<file path="src/rtl/call_scan_pkg.sv">
package call_scan_pkg;

   typedef enum logic [1:0] {
      CELL_HOLD   = 2'd0,
      CELL_ANSWER = 2'd1,
      CELL_SHIFT  = 2'd2
   } cell_op_e;

   localparam int unsigned MAX_CALLERS = 16;

   function automatic cell_op_e pick_op(input logic scan_mode,
                                        input logic shift,
                                        input logic done_evt,
                                        input logic primed);
      cell_op_e op;
      op = CELL_HOLD;
      if (scan_mode) begin
         if (shift) op = CELL_SHIFT;
      end else if (done_evt && primed) begin
         op = CELL_ANSWER;
      end
      return op;
   endfunction

endpackage

</file>
<file path="src/rtl/call_scan_edge.sv">
module call_scan_edge #(
   parameter bit RISE_ONLY = 1'b0
) (
   input  logic clk,
   input  logic rst_n,
   input  logic sig_i,
   output logic evt_o
);
   logic sig_q;

   always_ff @(posedge clk or negedge rst_n) begin
      if (!rst_n) sig_q <= 1'b0;
      else        sig_q <= sig_i;
   end

   generate
      if (RISE_ONLY) begin : g_rise
         assign evt_o = sig_i & ~sig_q;
      end else begin : g_any
         assign evt_o = sig_i ^ sig_q;
      end
   endgenerate
endmodule

</file>
<file path="src/rtl/call_scan_merge.sv">
module call_scan_merge #(
   parameter int unsigned WIDTH = 2
) (
   input  logic [WIDTH-1:0] req_i,
   output logic             merged_o
);
   logic [WIDTH:0] acc;

   assign acc[0] = 1'b0;
   generate
      for (genvar k = 0; k < WIDTH; k++) begin : g_fold
         assign acc[k+1] = acc[k] ^ req_i[k];
      end
   endgenerate
   assign merged_o = acc[WIDTH];
endmodule

</file>
<file path="src/rtl/call_scan_cell.sv">
module call_scan_cell
   import call_scan_pkg::*;
#(
   parameter bit LINK_INVERT = 1'b1
) (
   input  logic clk,
   input  logic rst_n,
   input  logic req_i,
   input  logic done_evt_i,
   input  logic scan_mode_i,
   input  logic shift_i,
   input  logic link_i,
   output logic state_o,
   output logic link_o
);
   logic     state_q;
   cell_op_e op;

   always_comb op = pick_op(scan_mode_i, shift_i, done_evt_i, req_i ^ state_q);

   always_ff @(posedge clk or negedge rst_n) begin
      if (!rst_n) begin
         state_q <= 1'b0;
      end else begin
         unique case (op)
            CELL_ANSWER: state_q <= ~state_q;
            CELL_SHIFT:  state_q <= link_i;
            default:     state_q <= state_q;
         endcase
      end
   end

   assign state_o = state_q;

   generate
      if (LINK_INVERT) begin : g_inv
         assign link_o = ~state_q;
      end else begin : g_pass
         assign link_o = state_q;
      end
   endgenerate
endmodule

</file>
<file path="src/rtl/call_scan_unit.sv">
module call_scan_unit #(
   parameter int unsigned N_CALLERS   = 2,
   parameter bit          LINK_INVERT = 1'b1
) (
   input  logic                 clk,
   input  logic                 rst_n,
   input  logic [N_CALLERS-1:0] req_i,
   output logic                 call_req_o,
   input  logic                 done_i,
   output logic [N_CALLERS-1:0] done_o,
   input  logic                 scan_mode_i,
   input  logic                 scan_clk_i,
   input  logic                 scan_in_i,
   output logic                 scan_out_o
);
   import call_scan_pkg::*;

   localparam int unsigned LINKS = N_CALLERS + 1;

   generate
      if (N_CALLERS < 2) begin : g_chk_min
         $error("call_scan_unit: N_CALLERS must be at least 2");
      end
      if (N_CALLERS > MAX_CALLERS) begin : g_chk_max
         $error("call_scan_unit: N_CALLERS exceeds MAX_CALLERS");
      end
   endgenerate

   logic             done_evt;
   logic             sclk_rise;
   logic             shift;
   logic [LINKS-1:0] link;

   call_scan_merge #(.WIDTH(N_CALLERS)) u_merge (
      .req_i    (req_i),
      .merged_o (call_req_o)
   );

   call_scan_edge #(.RISE_ONLY(1'b0)) u_done_edge (
      .clk   (clk),
      .rst_n (rst_n),
      .sig_i (done_i),
      .evt_o (done_evt)
   );

   call_scan_edge #(.RISE_ONLY(1'b1)) u_sclk_edge (
      .clk   (clk),
      .rst_n (rst_n),
      .sig_i (scan_clk_i),
      .evt_o (sclk_rise)
   );

   assign shift   = scan_mode_i & sclk_rise;
   assign link[0] = scan_in_i;

   generate
      for (genvar k = 0; k < N_CALLERS; k++) begin : g_cell
         call_scan_cell #(.LINK_INVERT(LINK_INVERT)) u_cell (
            .clk         (clk),
            .rst_n       (rst_n),
            .req_i       (req_i[k]),
            .done_evt_i  (done_evt),
            .scan_mode_i (scan_mode_i),
            .shift_i     (shift),
            .link_i      (link[k]),
            .state_o     (done_o[k]),
            .link_o      (link[k+1])
         );
      end
   endgenerate

   assign scan_out_o = LINK_INVERT ? ~link[LINKS-1] : link[LINKS-1];
endmodule

</file>
<file path="config.mk">
export PLATFORM = sky130hd
export DESIGN_NAME = call_scan_unit
export DESIGN_NICKNAME = d
export VERILOG_FILES = /design/src/rtl/call_scan_pkg.sv /design/src/rtl/call_scan_edge.sv /design/src/rtl/call_scan_merge.sv /design/src/rtl/call_scan_cell.sv /design/src/rtl/call_scan_unit.sv
export SDC_FILE = /design/constraint.sdc
export NUM_CORES = 1
export LEC_CHECK = 0
export CAP_MARGIN = 40
export CORE_AREA = 5 5 42 44
export DETAILED_ROUTE_END_ITERATION = 10
export DIE_AREA = 0 0 47 49
export PLACE_DENSITY = 0.51
export SYNTH_ARGS = -nofsm -noshare
export SYNTH_HDL_FRONTEND = slang
export SYNTH_SLANG_ARGS = --single-unit
</file>
<file path="constraint.sdc">
create_clock -name clk -period 1 [get_ports clk]
set_input_delay 0.3 -clock clk [delete_from_list [all_inputs] [get_ports clk]]
set_output_delay 0.3 -clock clk [all_outputs]
set_load 0.01 [all_outputs]
</file>
==> flow_metrics.env <==
export IMPL_status="complete, but fails checks"
export IMPL_violations="negative setup slack"
export IMPL_clkPwrFrac=0.370
export IMPL_rr_endpoint="g_cell[1].u_cell.state_o$_DFFE_PN0P_"
export IMPL_core_area_um2=1401
export IMPL_synth_xor_area_frac=0.1183
export IMPL_synth_simple_area_share=0.1065
export IMPL_syn_area_um2=211.5
export IMPL_path_class="reg -> out"
export IMPL_slew_violations=0
export IMPL_cts_buffers=3
export IMPL_die_h_um=49
export IMPL_r2r_start="g_cell[0].u_cell.state_o$_DFFE_PN0P_"
export IMPL_arrival_ns=0.78
export IMPL_powerDensity_nw_per_um2=1460
export IMPL_final_util=0.2723
export IMPL_crit_path_start_kind="flip-flop"
export IMPL_p_total_mw=0.5570
export IMPL_drtIter0Drc=1
export IMPL_synth_fp_nets=26
export IMPL_setup_viol=4
export IMPL_layout_drive_gt1_share=0.5294
export IMPL_swShare=0.2741
export IMPL_worst_r2r_cell_count=4
export IMPL_reg2reg_slack_ns=-0.01
export IMPL_hold_viol=0
export IMPL_syn_avg_cell_area_um2=11.75
export IMPL_start_util=0.1509
export IMPL_port_buffer_count=11
export IMPL_grt_pass1_wl_um=972
export IMPL_ys_dominant_reg_cell="dfrtp_1"
export IMPL_path_max_fanout=3
export IMPL_drc_errors=0
export IMPL_cp_cell_sequence="buf_2"
export IMPL_nFillCells=154
export IMPL_viasPerCell=3.980
export IMPL_clockBufferDepth=2
export IMPL_yosysTopAreaCellShare=0.4734
export IMPL_busiest_layer="met2"
export IMPL_tightest_slew_ns=0.1977
export IMPL_grt_max_degree=5
export IMPL_cts_sinks=4
export IMPL_switchingPower_mw=0.1527
export IMPL_synth_top_family_by_area="compound AO/OA/AOI/OAI gates"
export IMPL_required_ns=0.70
export IMPL_synth_seq_cells=4
export IMPL_grt_usage=0.06431
export IMPL_yosys_warnings=0
export IMPL_synthMuxAreaShare=0.09467
export IMPL_cp_top_family="flip-flops"
export IMPL_vias=199
export IMPL_slew_headroom=0.8677
export IMPL_drt_first_pass_iters=2
export IMPL_drt_wirelength_per_cell_um=12.04
export IMPL_clk_latency_ns=0.24
export IMPL_antenna_found_initial=0
export IMPL_clock_root_buffer="clkbuf_4"
export IMPL_p_int_mw=0.4044
export IMPL_max_freq_mhz=926.7
export IMPL_ir_worst_vdd_v=0.0005362
export IMPL_fin_crit_ns=1.079
export IMPL_met1_usage=0.06667
export IMPL_p_leak_nw=0.1807
export IMPL_synth_top_cell_by_area="dfrtp_1"
export IMPL_grt_pass1_vias=249
export IMPL_synth_compound_area_frac=0.1183
export IMPL_pwr_share_comb=0.286
export IMPL_met2_usage=0.08597
export IMPL_fp_row_count=14
export IMPL_diodes=0
export IMPL_synthAdderAreaFrac=0
export IMPL_ios=12
export IMPL_cap_violations=0
export IMPL_crit_slowest_cell="dfrtp_1"
export IMPL_skew_ns=0.0002345
export IMPL_dp_slack_ns=-0.8010
export IMPL_grt_use_met3=0.04059
export IMPL_yosysMostFrequentCell="dfrtp_1"
export IMPL_seq_area_frac_synth=0.4734
export IMPL_synthArstFlopShare=1.000
export IMPL_path_buf_inv=1
export IMPL_layout_setup_ws_ns=-0.07908
export IMPL_synth_common_cells="dfrtp_1, a211oi_1, a21oi_1, buf_4, mux2i_1"
export IMPL_drt_total_wl_um=602
export IMPL_synth_edf_count=0
export IMPL_ant_nets=0
export IMPL_synth_distinct_cells=11
export IMPL_placed_area_um2=349.1
export IMPL_crit_path_end_kind="output pin"
export IMPL_seqPwrFrac=0.344
export IMPL_cts_hold_buf=0
export IMPL_fin_nets=44
export IMPL_gp_congestion=0.7451
export IMPL_synth_area_leaders="dfrtp_1, mux2i_1, xor2_2"
export IMPL_grt_setup_unrepaired="true"
export IMPL_finalCritPeriodShare=1.079
export IMPL_die_w_um=47
export IMPL_hold_class="in -> async"
export IMPL_h_tree_depth=1
export IMPL_area_growth_pct=80.47
export IMPL_overflow=0
export IMPL_cts_tree="done"
export IMPL_finalInstanceArea_um2=381.6
export IMPL_cpPeakStageDelay_ns=0.39
export IMPL_path_clk_slew_ns=0.04
export IMPL_dieArea_um2=2303
export IMPL_syn_inst=18
==> area by class of cell <==
type,count,area (µm²),share of cell area
well taps,16,20.02,0.05246
clock buffers,3,22.52,0.05902
inverters,1,3.754,0.009836
repair buffers,15,120.1,0.3148
multi-input cells,11,115.1,0.3016
flip-flops and latches,4,100.1,0.2623
==> sequential cells by signal, indices dropped and copies added, names as in the netlist <==
signal and cells:
u_sclk_edge.sig_q 1, g_cell.u_cell.state_o 2, u_done_edge.sig_q 1
==> placed cells by master (no fill, tap or decap) <==
cell             instances
dfrtp_1                  4
buf_2                    4
buf_4                    4
clkbuf_4                 3
clkdlybuf4s50_1          3
mux2i_1                  2
a211oi_2                 2
a21oi_1                  2
dlygate4sd2_1            2
buf_6                    2
xor2_1                   1
inv_1                    1
xor2_2                   1
nand2b_4                 1
nor3b_2                  1
and3b_1                  1
==> what timing repair did <==
item | in CTS | in global routing
gates resized for setup | 28 | 4
pin swaps | 2 | 1
buffers inserted | 1 | 0
setup endpoints to repair | 6 | 6
==> per-stage QoR <==
stage          setup TNS [ns]  std cells  hold slack (ns)
3_5_place_dp           -2.419         46           0.5234
5_1_grt               -0.3898         50           0.2850
6_report              -0.2082         50           0.2661
4_1_cts               -0.3215         50           0.2688
3_3_place_gp           -2.301         46           0.5096
2_1_floorplan               0         18         0.004409
==> worst max-delay path by stage <==
stage / start / to / slack, ns / cells after the start
floorplan: u_done_edge.sig_q$_DFF_PN0_ / g_cell[0].u_cell.state_o$_DFFE_PN0P_ / 0.04 / 3
detailed placement: req_i[0] / call_req_o / -0.80 / 3
finish: g_cell[1].u_cell.state_o$_DFFE_PN0P_ / done_o[1] / -0.08 / 1
CTS: g_cell[1].u_cell.state_o$_DFFE_PN0P_ / done_o[1] / -0.09 / 1
global placement: req_i[0] / call_req_o / -0.80 / 3
global route: g_cell[1].u_cell.state_o$_DFFE_PN0P_ / done_o[1] / -0.10 / 1
==> cell families (layout without fill, tap and decap cells) <==
logic type / count (synthesis) / after routing
buffers and inverters: 3 / 19
AO/OA/AOI/OAI: 4 / 4
AND/OR/NAND/NOR: 3 / 3
multiplexers: 2 / 2
XOR/XNOR: 2 / 2
flip-flops: 4 / 4
==> per-layer routing <==
| layer | vias up | part of all wire |
|---|---|---|
| met3 | 2 | 0.17 |
| met4 | 0 | 0.023 |
| met1 | 87 | 0.36 |
| met2 | 15 | 0.44 |
| li1 | 95 | - |
| met5 | - | 0 |
==> power groups by stage <==
stage	clock [mW]	sequential (mW)	combinational, mW
floorplan	0	0.197	0.0628
global placement	0	0.194	0.149
detailed placement	0	0.195	0.154
CTS	0.213	0.191	0.149
global route	0.224	0.194	0.172
finish	0.206	0.192	0.159
Power figures use the tool's default switching activity.
